===== config.mk =====
export PLATFORM = sky130hd
export DESIGN_NAME = wdt_window
export DESIGN_NICKNAME = d
export VERILOG_FILES = /design/src/rtl/wdt_pkg.sv /design/src/rtl/wdt_regs.sv /design/src/rtl/wdt_core.sv /design/src/rtl/wdt_flags.sv /design/src/rtl/wdt_window.sv
export SDC_FILE = /design/constraint.sdc
export NUM_CORES = 1
export LEC_CHECK = 0
export ABC_AREA = 0
export BUFFER_PORTS_ARGS = -buffer_cell sky130_fd_sc_hd__buf_2
export CORE_MARGIN = 1
export CORE_UTILIZATION = 51
export CTS_CLUSTER_DIAMETER = 200
export DETAILED_ROUTE_END_ITERATION = 10
export GPL_TIMING_DRIVEN = 0
export PLACE_DENSITY = 0.8
export RECOVER_POWER = 100
export SYNTH_ARGS = -nofsm -noshare
export SYNTH_HDL_FRONTEND = slang
export SYNTH_SLANG_ARGS = --single-unit

===== constraint.sdc =====
create_clock -name clk -period 2.5 [get_ports clk]
set_input_delay 0.375 -clock clk [delete_from_list [all_inputs] [get_ports clk]]
set_output_delay 0.375 -clock clk [all_outputs]
set_load 0.01 [all_outputs]

===== src/rtl/wdt_pkg.sv =====
// Package wdt_pkg
// Shared register layout and configuration type for the windowed watchdog.
// Assumes a 32-bit register width; bit positions are fixed by the register map.
package wdt_pkg;

    localparam int REG_W      = 32;
    localparam int IS_W       = 3;
    localparam int DS_W       = 2;

    // control register field positions
    localparam int CTL_CLR    = 0;
    localparam int CTL_RSTE   = 1;
    localparam int CTL_RFL    = 2;
    localparam int CTL_IFL    = 3;
    localparam int CTL_WKE    = 4;
    localparam int CTL_WFL    = 5;
    localparam int CTL_IE     = 6;
    localparam int CTL_EN     = 7;
    localparam int CTL_IS_LO  = 8;
    localparam int CTL_DBG    = 31;

    // byte offsets of the two registers
    localparam int OFS_CTL    = 0;
    localparam int OFS_DLY    = 4;

    typedef struct packed {
        logic             dbg_run;
        logic [IS_W-1:0]  isel;
        logic             en;
        logic             ie;
        logic             wke;
        logic             rste;
        logic [DS_W-1:0]  dsel;
    } wdt_cfg_t;

endpackage


===== src/rtl/wdt_regs.sv =====
// Module wdt_regs
// Register file and bus decode. Holds the protected configuration, forms the
// counter-clear and write-one-to-clear strobes, and assembles read data.
// Assumes a single-cycle bus with a full address decode; the flags live in wdt_flags.
module wdt_regs
    import wdt_pkg::*;
#(
    parameter int ADDR_W = 3
) (
    input  logic              clk,
    input  logic              rst_n,
    input  logic              bus_sel,
    input  logic              bus_wr,
    input  logic [ADDR_W-1:0] bus_addr,
    input  logic [REG_W-1:0]  bus_wdata,
    input  logic              unlock,
    input  logic              force_en,
    input  logic              ifl,
    input  logic              rfl,
    input  logic              wfl,
    output wdt_cfg_t          cfg,
    output logic              clr_req,
    output logic              clr_ifl,
    output logic              clr_rfl,
    output logic              clr_wfl,
    output logic [REG_W-1:0]  bus_rdata
);

    wdt_cfg_t cfg_q;
    logic     hit_ctl;
    logic     hit_dly;
    logic     wr_ctl;
    logic     wr_dly;
    logic     unused_wdata;

    // decode the two register addresses
    assign hit_ctl = (bus_addr == ADDR_W'(OFS_CTL));
    assign hit_dly = (bus_addr == ADDR_W'(OFS_DLY));
    assign wr_ctl  = bus_sel && bus_wr && hit_ctl;
    assign wr_dly  = bus_sel && bus_wr && hit_dly;
    assign unused_wdata = ^bus_wdata[CTL_DBG-1:CTL_IS_LO+IS_W];

    // strobes towards the counter and the flags
    assign clr_req = wr_ctl && unlock && bus_wdata[CTL_CLR];
    assign clr_ifl = wr_ctl && bus_wdata[CTL_IFL];
    assign clr_rfl = wr_ctl && bus_wdata[CTL_RFL];
    assign clr_wfl = wr_ctl && bus_wdata[CTL_WFL];

    // protected configuration fields, written only while unlocked
    always_ff @(posedge clk) begin
        if (!rst_n) begin
            cfg_q <= '0;
        end else begin
            if (wr_ctl && unlock) begin
                cfg_q.dbg_run <= bus_wdata[CTL_DBG];
                cfg_q.isel    <= bus_wdata[CTL_IS_LO +: IS_W];
                cfg_q.en      <= bus_wdata[CTL_EN];
                cfg_q.ie      <= bus_wdata[CTL_IE];
                cfg_q.wke     <= bus_wdata[CTL_WKE];
                cfg_q.rste    <= bus_wdata[CTL_RSTE];
            end
            if (wr_dly && unlock) begin
                cfg_q.dsel    <= bus_wdata[DS_W-1:0];
            end
        end
    end

    // effective configuration with the forced enable folded in
    always_comb begin
        cfg    = cfg_q;
        cfg.en = cfg_q.en | force_en;
    end

    // read data mux
    always_comb begin
        bus_rdata = '0;
        if (hit_ctl) begin
            bus_rdata[CTL_DBG]               = cfg_q.dbg_run;
            bus_rdata[CTL_IS_LO +: IS_W]     = cfg_q.isel;
            bus_rdata[CTL_EN]                = cfg.en;
            bus_rdata[CTL_IE]                = cfg_q.ie;
            bus_rdata[CTL_WFL]               = wfl;
            bus_rdata[CTL_WKE]               = cfg_q.wke;
            bus_rdata[CTL_IFL]               = ifl;
            bus_rdata[CTL_RFL]               = rfl;
            bus_rdata[CTL_RSTE]              = cfg_q.rste;
        end else if (hit_dly) begin
            bus_rdata[DS_W-1:0]              = cfg_q.dsel;
        end
    end

    // locked writes leave the protected fields untouched
    p_locked_r10: assert property (@(posedge clk) disable iff (!rst_n)
        ((wr_ctl || wr_dly) && !unlock) |=> (cfg_q == $past(cfg_q)));

endmodule


===== src/rtl/wdt_core.sv =====
// Module wdt_core
// Time-out counter and reset-delay window. Emits a time-out event when the
// count reaches the selected interval and an expiry event when the window ends.
// Assumes en already includes the forced enable; the events are combinational.
module wdt_core
    import wdt_pkg::*;
#(
    parameter int CNT_W   = 18,
    parameter int IS_BASE = 4,
    parameter int IS_STEP = 2,
    parameter int DLY0    = 1026,
    parameter int DLY1    = 130,
    parameter int DLY2    = 18,
    parameter int DLY3    = 3
) (
    input  logic            clk,
    input  logic            rst_n,
    input  logic            en,
    input  logic            dbg_halt,
    input  logic            dbg_run,
    input  logic [IS_W-1:0] isel,
    input  logic [DS_W-1:0] dsel,
    input  logic            clr_req,
    output logic            to_evt,
    output logic            expire
);

    localparam int NUM_IS  = 1 << IS_W;
    localparam int DLY_A   = (DLY0 > DLY1) ? DLY0 : DLY1;
    localparam int DLY_B   = (DLY2 > DLY3) ? DLY2 : DLY3;
    localparam int DLY_MAX = (DLY_A > DLY_B) ? DLY_A : DLY_B;
    localparam int DLY_W   = $clog2(DLY_MAX + 1);

    logic [CNT_W-1:0] lim_tab [NUM_IS];
    logic [CNT_W-1:0] cnt;
    logic [DLY_W-1:0] dcnt;
    logic [DLY_W-1:0] dly_m1;
    logic             win;
    logic             tick;
    logic             at_lim;
    logic             at_dly;

    // last count value of each interval code
    generate
        for (genvar g = 0; g < NUM_IS; g++) begin : g_lim
            localparam longint unsigned LIMV = (64'd1 << (IS_BASE + IS_STEP * g)) - 64'd1;
            assign lim_tab[g] = CNT_W'(LIMV);
        end
    endgenerate

    // last delay count of the selected window length
    always_comb begin
        case (dsel)
            2'd0:    dly_m1 = DLY_W'(DLY0 - 1);
            2'd1:    dly_m1 = DLY_W'(DLY1 - 1);
            2'd2:    dly_m1 = DLY_W'(DLY2 - 1);
            default: dly_m1 = DLY_W'(DLY3 - 1);
        endcase
    end

    // count qualification and event detection
    assign tick   = en && !(dbg_halt && !dbg_run);
    assign at_lim = (cnt == lim_tab[isel]);
    assign at_dly = (dcnt == dly_m1);
    assign to_evt = tick && !clr_req && at_lim;
    assign expire = tick && !clr_req && win && at_dly;

    // interval counter and delay window state
    always_ff @(posedge clk) begin
        if (!rst_n) begin
            cnt  <= '0;
            dcnt <= '0;
            win  <= 1'b0;
        end else if (!en || clr_req) begin
            cnt  <= '0;
            dcnt <= '0;
            win  <= 1'b0;
        end else if (tick) begin
            cnt <= at_lim ? '0 : cnt + 1'b1;
            if (win) begin
                if (at_dly) begin
                    win  <= 1'b0;
                    dcnt <= '0;
                end else begin
                    dcnt <= dcnt + 1'b1;
                end
            end else if (at_lim) begin
                win  <= 1'b1;
                dcnt <= '0;
            end
        end
    end

    // a clear restarts the count and closes the window
    p_clear_r2: assert property (@(posedge clk) disable iff (!rst_n)
        clr_req |=> (cnt == '0) && !win);

    // a disabled watchdog holds its counter at zero
    p_off_r8: assert property (@(posedge clk) disable iff (!rst_n)
        !en |=> (cnt == '0) && !win);

    // a halted count does not move
    p_halt_r9: assert property (@(posedge clk) disable iff (!rst_n)
        (en && !clr_req && dbg_halt && !dbg_run) |=> ($stable(cnt) && $stable(dcnt) && $stable(win)));

    // a time-out outside a window opens a fresh window
    p_open_r4: assert property (@(posedge clk) disable iff (!rst_n)
        (to_evt && !win) |=> (win && dcnt == '0));

endmodule


===== src/rtl/wdt_flags.sv =====
// Module wdt_flags
// Status flags and output pulses: interrupt, wake-up and reset-cause flags,
// the interrupt level and the one-cycle wake and reset-request pulses.
// Assumes the reset-cause flag is cleared only by por_n or by a write of 1.
module wdt_flags (
    input  logic clk,
    input  logic por_n,
    input  logic rst_n,
    input  logic to_evt,
    input  logic expire,
    input  logic rst_en,
    input  logic irq_en,
    input  logic wake_en,
    input  logic clr_ifl,
    input  logic clr_rfl,
    input  logic clr_wfl,
    output logic ifl,
    output logic rfl,
    output logic wfl,
    output logic irq,
    output logic wake,
    output logic rst_req
);

    logic wake_set;
    logic req_set;

    assign wake_set = to_evt && wake_en && irq_en;
    assign req_set  = expire && rst_en;
    assign irq      = ifl && irq_en;

    // flags and pulses cleared by any reset
    always_ff @(posedge clk) begin
        if (!rst_n) begin
            ifl     <= 1'b0;
            wfl     <= 1'b0;
            wake    <= 1'b0;
            rst_req <= 1'b0;
        end else begin
            ifl     <= to_evt   || (ifl && !clr_ifl);
            wfl     <= wake_set || (wfl && !clr_wfl);
            wake    <= wake_set;
            rst_req <= req_set;
        end
    end

    // reset-cause flag that survives the system reset
    always_ff @(posedge clk) begin
        if (!por_n) begin
            rfl <= 1'b0;
        end else if (rst_n) begin
            rfl <= req_set || (rfl && !clr_rfl);
        end
    end

    // a time-out always leaves the interrupt flag set
    p_set_r3: assert property (@(posedge clk) disable iff (!rst_n)
        to_evt |=> ifl);

    // a write of 1 clears the flag when no new event arrives
    p_w1c_r6: assert property (@(posedge clk) disable iff (!rst_n)
        (clr_ifl && !to_evt) |=> !ifl);

    // the reset request is a single-cycle pulse
    p_pulse_r4: assert property (@(posedge clk) disable iff (!rst_n)
        rst_req |=> !rst_req);

    // a reset request is always recorded
    p_cause_r5: assert property (@(posedge clk) disable iff (!rst_n)
        rst_req |-> rfl);

    // a wake pulse comes with both flags set
    p_wake_r7: assert property (@(posedge clk) disable iff (!rst_n)
        wake |-> (wfl && ifl));

endmodule


===== src/rtl/wdt_window.sv =====
// Module wdt_window
// Top level of the windowed watchdog: register file, counter with delay window
// and status flags. Assumes the bus runs on the watchdog clock and that both
// resets are synchronous and active low.
module wdt_window
    import wdt_pkg::*;
#(
    parameter int ADDR_W  = 3,
    parameter int CNT_W   = 18,
    parameter int IS_BASE = 4,
    parameter int IS_STEP = 2,
    parameter int DLY0    = 1026,
    parameter int DLY1    = 130,
    parameter int DLY2    = 18,
    parameter int DLY3    = 3
) (
    input  logic              clk,
    input  logic              por_n,
    input  logic              rst_n,
    input  logic              bus_sel,
    input  logic              bus_wr,
    input  logic [ADDR_W-1:0] bus_addr,
    input  logic [REG_W-1:0]  bus_wdata,
    output logic [REG_W-1:0]  bus_rdata,
    input  logic              unlock,
    input  logic              force_en,
    input  logic              dbg_halt,
    output logic              irq,
    output logic              wake,
    output logic              rst_req
);

    wdt_cfg_t cfg;
    logic     all_rst_n;
    logic     clr_req;
    logic     clr_ifl;
    logic     clr_rfl;
    logic     clr_wfl;
    logic     ifl;
    logic     rfl;
    logic     wfl;
    logic     to_evt;
    logic     expire;

    // either reset clears the ordinary state
    assign all_rst_n = por_n && rst_n;

    wdt_regs #(
        .ADDR_W (ADDR_W)
    ) u_regs (
        .clk       (clk),
        .rst_n     (all_rst_n),
        .bus_sel   (bus_sel),
        .bus_wr    (bus_wr),
        .bus_addr  (bus_addr),
        .bus_wdata (bus_wdata),
        .unlock    (unlock),
        .force_en  (force_en),
        .ifl       (ifl),
        .rfl       (rfl),
        .wfl       (wfl),
        .cfg       (cfg),
        .clr_req   (clr_req),
        .clr_ifl   (clr_ifl),
        .clr_rfl   (clr_rfl),
        .clr_wfl   (clr_wfl),
        .bus_rdata (bus_rdata)
    );

    wdt_core #(
        .CNT_W   (CNT_W),
        .IS_BASE (IS_BASE),
        .IS_STEP (IS_STEP),
        .DLY0    (DLY0),
        .DLY1    (DLY1),
        .DLY2    (DLY2),
        .DLY3    (DLY3)
    ) u_core (
        .clk      (clk),
        .rst_n    (all_rst_n),
        .en       (cfg.en),
        .dbg_halt (dbg_halt),
        .dbg_run  (cfg.dbg_run),
        .isel     (cfg.isel),
        .dsel     (cfg.dsel),
        .clr_req  (clr_req),
        .to_evt   (to_evt),
        .expire   (expire)
    );

    wdt_flags u_flags (
        .clk     (clk),
        .por_n   (por_n),
        .rst_n   (all_rst_n),
        .to_evt  (to_evt),
        .expire  (expire),
        .rst_en  (cfg.rste),
        .irq_en  (cfg.ie),
        .wake_en (cfg.wke),
        .clr_ifl (clr_ifl),
        .clr_rfl (clr_rfl),
        .clr_wfl (clr_wfl),
        .ifl     (ifl),
        .rfl     (rfl),
        .wfl     (wfl),
        .irq     (irq),
        .wake    (wake),
        .rst_req (rst_req)
    );

endmodule


==> impl_metrics.csv, run 1 <==
group,metric,value,unit
clocking,cts_root_buf,"clkbuf_8",
placed_design,pre_cts_ws,71.75,ps
timing,clock.fmax,0.4226,GHz
clocking,post-cts-setup-buffers,0,
logic_synthesis,seq_area_frac_synth,36.22,%
logic_synthesis,ys_types,45,
timing,maxSlewViolCount,0,
floorplanning,dieArea,5160,um2
layout,num-nets-final,414,
layout,layout_commonest_cell,"dfxtp_1",
setup_path,required,2650,ps
routing,vias_per_cell,5.295,
power_and_ir_drop,switching_share,20.76,%
clocking,cts.clk_slew.worst_paths,80,ps
setup_path,path_class,"reg2reg",
layout,final_cell_mix,"dfxtp_1 (45), nor2_1 (41), clkbuf_1 (25), nand2_1 (25), buf_2 (22)",
placed_design,routabilityCongestion,0.8041,
placed_design,dp_hpwl,3863,um
clocking,ctsResizeCount,0,
power_and_ir_drop,p_leak,1.107,nW
power_and_ir_drop,p_int,1.085,mW
status,violations,"DRC",
clocking,cts-buffers-inserted,5,
setup_path,arrival,2520,ps
setup_path,start_kind,"register",
timing,worst_pin_slew,641.6,ps
floorplanning,fp-row-count,25,
clocking,cts.sinks,45,
clocking,worstSkewPairLatency,300,ps
routing,vias,2245,
timing,finalCritPeriodShare,94.65,%
power_and_ir_drop,pwr-share-comb,6.7,%
clocking,cts_max_level,2,
timing,finalSetupTns,0,ps
global_routing,antenna_found_initial,0,
timing,fin_crit,2366,ps
logic_synthesis,async_flop_share,0,%
timing,setup_ws,133.8,ps
global_routing,grt_first_pass_wirelength,8252,um
logic_synthesis,synth_flop_cell,"dfxtp_1",
logic_synthesis,synth_edf_count,0,
setup_path,crit_path_cell_trace,"nor4bb_1 -> o211ai_1 -> a2111oi_2 -> nor2_1 -> clkbuf_1 -> a21oi_1 -> o22ai_1",
setup_path,end_kind,"register",
global_routing,track_usage,20.13,%
floorplanning,dieWidth,71.84,um
power_and_ir_drop,power,1.370,mW
setup_path,cp_slowest_cell,"a2111oi_2",
timing,rsz0062_at_grt,"false",
status,outcome,"complete, but fails checks",
setup_path,worst-path-max-fanout,10,
setup_path,slowest_delay,550,ps
routing,drt-initial-drc-count,131,
floorplanning,pin_count,78,
logic_synthesis,synth_warnings,0,
clocking,cts_tree,"yes",
power_and_ir_drop,seqPwrFrac,52.4,%
clocking,hold_buffers,0,
routing,detail-route-antenna-nets,0,
timing,finClkSkew,13.30,ps
floorplanning,die_y,71.84,um
floorplanning,start_util,53.01,%
layout,final_util,61.89,%
logic_synthesis,syn_avg_cell_area,8.129,um2
routing,drt_first_pass_iters,8,
timing,report.final.hold_viol_count,0,
placed_design,port_buffers,37,
global_routing,grt_max_degree,14,
timing,slew_headroom,57.22,%
job,maxCapViolations,0,
floorplanning,core,4692,um2
routing,drc_errors,2,
power_and_ir_drop,power.density,471.6,nW/um2
logic_synthesis,synth_area,2487,um2
routing,wl_per_cell,12.07,um
clocking,clockBufferDepth,2,
power_and_ir_drop,ir_worst_vdd,0.0002255,V
logic_synthesis,synth-seq-cells,45,
global_routing,grt_overflow,0,
routing,routed_wl,5117,um
min_path,hp-class,"in2reg",
power_and_ir_drop,p_sw,284.3,uW
global_routing,grt_pass1_vias,1874,
layout,drive_above_1_share,15.68,%
timing,final-setup-viol-count,0,
layout,area_growth,16.75,%
timing,fin_hold_ws,318.1,ps
power_and_ir_drop,p_clk_share,40.9,%
layout,antenna_cells,0,
logic_synthesis,synthesis.instances,306,
-- kinds of logic (layout without fill, tap and decap cells) --
logic type / after synthesis / count (layout) / share of synthesized area (%)
xor+xnor: 17 / 17 / 5.986
other cells: 1 / 20 / 0.1508
simple gates: 152 / 152 / 32.19
compound gates: 40 / 40 / 10.16
mux: 13 / 13 / 5.231
buf+inv: 36 / 81 / 9.054
flops: 45 / 45 / 36.22
fa+ha+maj: 2 / 2 / 1.006
-- power groups by stage --
stage / registers [mW] / logic [mW] / clock network, mW
final: 0.718 / 0.0912 / 0.560
after global routing: 0.718 / 0.100 / 0.603
after CTS: 0.718 / 0.0902 / 0.569
after detailed placement: 0.735 / 0.0897 / 0
after global placement: 0.735 / 0.0895 / 0
after floorplan: 0.735 / 0.0619 / 0
-- flip-flops by register name (all words and copies together) (netlist names) --
register,count
u_core.cnt,18
u_core.dcnt,11
u_regs.cfg,9
u_core.win,1
u_flags.ifl,1
u_flags.rfl,1
u_flags.rst_req,1
u_flags.wake,1
u_flags.wfl,1
u_regs.cfg_q,1
-- final cells by class --
cell class                      instances  area, um2
Sequential cell                        45      900.9
Multi-Input combinational cell        244       1431
Timing Repair Buffer                   37      163.9
Tap cell                               54      67.56
Buffer                                 31      205.2
Clock inverter                          1      30.03
Fill cell                             423       1788
Inverter                                5      18.77
Clock buffer                            7      86.33
-- path summary, 6_finish.rpt --
check,from,end,slack [ps],cells after the start
setup / recovery,u_core.dcnt[7],u_core.dcnt[5],130,7
hold / removal,bus_wdata[10],u_regs.cfg[8],320,3
setup reg to reg,u_core.dcnt[7],u_core.dcnt[5],130,7
hold reg to reg,u_core.cnt[1],u_core.cnt[1],480,2
-- metrics by stage --
step	cell area [um2]	cells
detailed placement	2811	416
CTS	2928	424
floorplan	2559	325
finish	2904	424
global placement	2811	416
global route	2904	424
-- critical path, delay by kind of cell (launching register included) --
kind,cells,cell delay (ps)
AND/OR/NAND/NOR,2,480
AO/OA/AOI/OAI,4,1030
flip-flops,1,450
buffers and inverters,1,250
-- layer usage --
metal	vias to the layer above	wire, um	share of wire (%)	GRT usage, %
met2	91	2367	46	32.18
met5	-	0	0	0
met3	7	375	7.3	3.376
met1	994	2301	45	26.81
li1	1153	-	-	-
met4	0	74	1.4	8.715
-- cells in the mapped netlist, types with 6 or more instances --
cell       n  area share (%)
clkbuf_1   6            0.91
and2_1    15             3.8
nor3_1    10             2.0
mux2i_1   13             5.2
o22ai_1    7             1.8
nand3_1   18             3.6
dfxtp_1   45              36
buf_4     21             6.3
a21oi_1   17             3.4
xnor2_1    8             2.8
or3_1     10             2.5
nor2_1    41             6.2
nand2_1   25             3.8
xor2_1     9             3.2
Power figures use the tool's default switching activity.
==> inputs of run 2 (changes only) <==
- CELL_PAD_IN_SITES_DETAIL_PLACEMENT: unset -> 1
- CELL_PAD_IN_SITES_GLOBAL_PLACEMENT: unset -> 1
- CORE_UTILIZATION: 51 -> 37
- CTS_CLUSTER_SIZE: unset -> 12
- PLACE_DENSITY: 0.8 -> unset
- PLACE_DENSITY_LB_ADDON: unset -> 0.1
==> impl_metrics.csv, run 2 (synthesis results as in run 1) <==
group,metric,value,unit
status,outcome,"complete, but fails checks",
status,violations,"DRC",
global_routing,antenna_found_initial,0,
layout,final_util,45.70,%
floorplanning,pin_count,78,
global_routing,grt_max_degree,16,
clocking,worstSkewPairLatency,300,ps
layout,antenna_cells,0,
clocking,cts_root_buf,"clkbuf_8",
min_path,hp-class,"in2reg",
floorplanning,dieArea,7054,um2
floorplanning,core,6422,um2
setup_path,path_class,"reg2reg",
global_routing,grt_first_pass_wirelength,10220,um
timing,report.final.hold_viol_count,0,
routing,routed_wl,5941,um
timing,maxSlewViolCount,0,
global_routing,grt_use_met1,24.35,%
setup_path,required,2700,ps
timing,fin_crit,2270,ps
floorplanning,dieWidth,83.99,um
placed_design,dp_hpwl,4568,um
routing,wl_per_cell,13.29,um
timing,final-setup-viol-count,0,
power_and_ir_drop,p_sw,317.4,uW
timing,worst_pin_slew,655.3,ps
clocking,cts.sinks,45,
placed_design,routabilityCongestion,0.8143,
layout,fillers,818,
setup_path,start_kind,"register",
global_routing,use_met3,3.561,%
timing,rsz0062_at_grt,"false",
global_routing,grt-busiest-layer,"met2",
setup_path,worst-path-max-fanout,10,
floorplanning,die_y,83.99,um
layout,final_cell_mix,"dfxtp_1 (45), nor2_1 (41), buf_2 (26)",
routing,drc_errors,15,
layout,layout_commonest_cell,"dfxtp_1",
power_and_ir_drop,p_int,955.9,uW
routing,drt_first_pass_iters,7,
clocking,cts-buffers-inserted,5,
clocking,cts_tree,"yes",
timing,finClkSkew,8.276,ps
global_routing,track_usage,17.88,%
layout,num-nets-final,414,
power_and_ir_drop,pwr-share-comb,7.3,%
global_routing,grt_overflow,0,
clocking,cts.clk_slew.worst_paths,90,ps
power_and_ir_drop,p_clk_share,36.3,%
timing,finalCritPeriodShare,90.79,%
power_and_ir_drop,power.density,433.8,nW/um2
power_and_ir_drop,ir_worst_vdd,0.0002999,V
power_and_ir_drop,p_leak,1.096,nW
layout,drive_above_1_share,17.57,%
layout,largest-register,"u_core.cnt",
global_routing,grt_pass1_vias,2124,
routing,drt-initial-drc-count,69,
routing,detail-route-antenna-nets,0,
timing,slew_headroom,56.15,%
job,maxCapViolations,0,
floorplanning,fp-row-count,29,
global_routing,grt_use_met2,28.99,%
setup_path,end_kind,"register",
clocking,hold_buffers,0,
power_and_ir_drop,seqPwrFrac,56.4,%
routing,vias,2206,
routing,vias_per_cell,4.935,
layout,largest_register_ffs,18,
setup_path,arrival,2470,ps
clocking,cts_max_level,2,
timing,finalSetupTns,0,ps
timing,clock.fmax,0.4406,GHz
floorplanning,start_util,38.73,%
clocking,clockBufferDepth,2,
placed_design,port_buffers,37,
layout,area_growth,18.01,%
power_and_ir_drop,switching_share,24.93,%
run 2: metrics by stage:
| step | setup slack, ps | cells | hold WS [ps] | power, mW | instance area, um2 |
|---|---|---|---|---|---|
| after global routing | 20.15 | 447 | 316.1 | 1.332 | 2935 |
| after detailed placement | -32.10 | 439 | 475.2 | 0.8275 | 2840 |
| final | 230.3 | 447 | 302.8 | 1.273 | 2935 |
| after floorplan | 451.3 | 325 | 447.9 | 0.7967 | 2559 |
| after CTS | 60.44 | 447 | 299.8 | 1.288 | 2932 |
| after global placement | -3.821 | 439 | 462.4 | 0.8268 | 2840 |
run 2: cell type report:
| class | instances | area [um2] | share of cell area [%] |
|---|---|---|---|
| Buffer | 31 | 206.4 | 7.033 |
| Clock buffer | 5 | 68.82 | 2.344 |
| Clock inverter | 3 | 22.52 | 0.7673 |
| Inverter | 5 | 18.77 | 0.6394 |
| Multi-Input combinational cell | 244 | 1454 | 49.53 |
| Sequential cell | 45 | 900.9 | 30.69 |
| Tap cell | 77 | 96.34 | 3.282 |
| Timing Repair Buffer | 37 | 167.7 | 5.712 |
run 2: path summary, 6_finish.rpt:
path                            slack [ps]          start         endpoint  cells past startpoint
worst max-delay path                   230  u_regs.cfg[7]   u_core.cnt[10]                      9
worst min-delay path                   300   bus_wdata[7]  u_regs.cfg_q[5]                      3
worst max register to register         230  u_regs.cfg[7]   u_core.cnt[10]                      9
worst min register to register         490  u_core.cnt[1]    u_core.cnt[1]                      2
run 2: worst max-delay path, cell delays in order (launching register included):
cell and delay (ps):
dfxtp_1 310, buf_2 160, or4_1 540, a211oi_2 190, o221a_2 230, and3_4 230
nand2b_1 120, buf_4 170, buf_6 150, nor2_1 50
run 2: power by group through the flow:
| stage | registers [mW] | logic (mW) | clock network, mW |
|---|---|---|---|
| after detailed placement | 0.735 | 0.0924 | 0 |
| after global placement | 0.735 | 0.0918 | 0 |
| after CTS | 0.718 | 0.0928 | 0.477 |
| after global routing | 0.719 | 0.104 | 0.510 |
| final | 0.718 | 0.0933 | 0.462 |
| after floorplan | 0.735 | 0.0619 | 0 |
run 2: timing repair:
item / CTS / global route
setup buffers: 0 / 0
endpoints found under the setup margin: 0 / 18
gates resized for setup: 0 / 2
run 2: routing by layer:
metal	wire (um)	part of all wire, %	up-vias
met5	0	0	-
met4	48	0.81	0
met3	243	4.1	4
met2	2672	45	44
met1	2976	50	1011
li1	-	-	1147
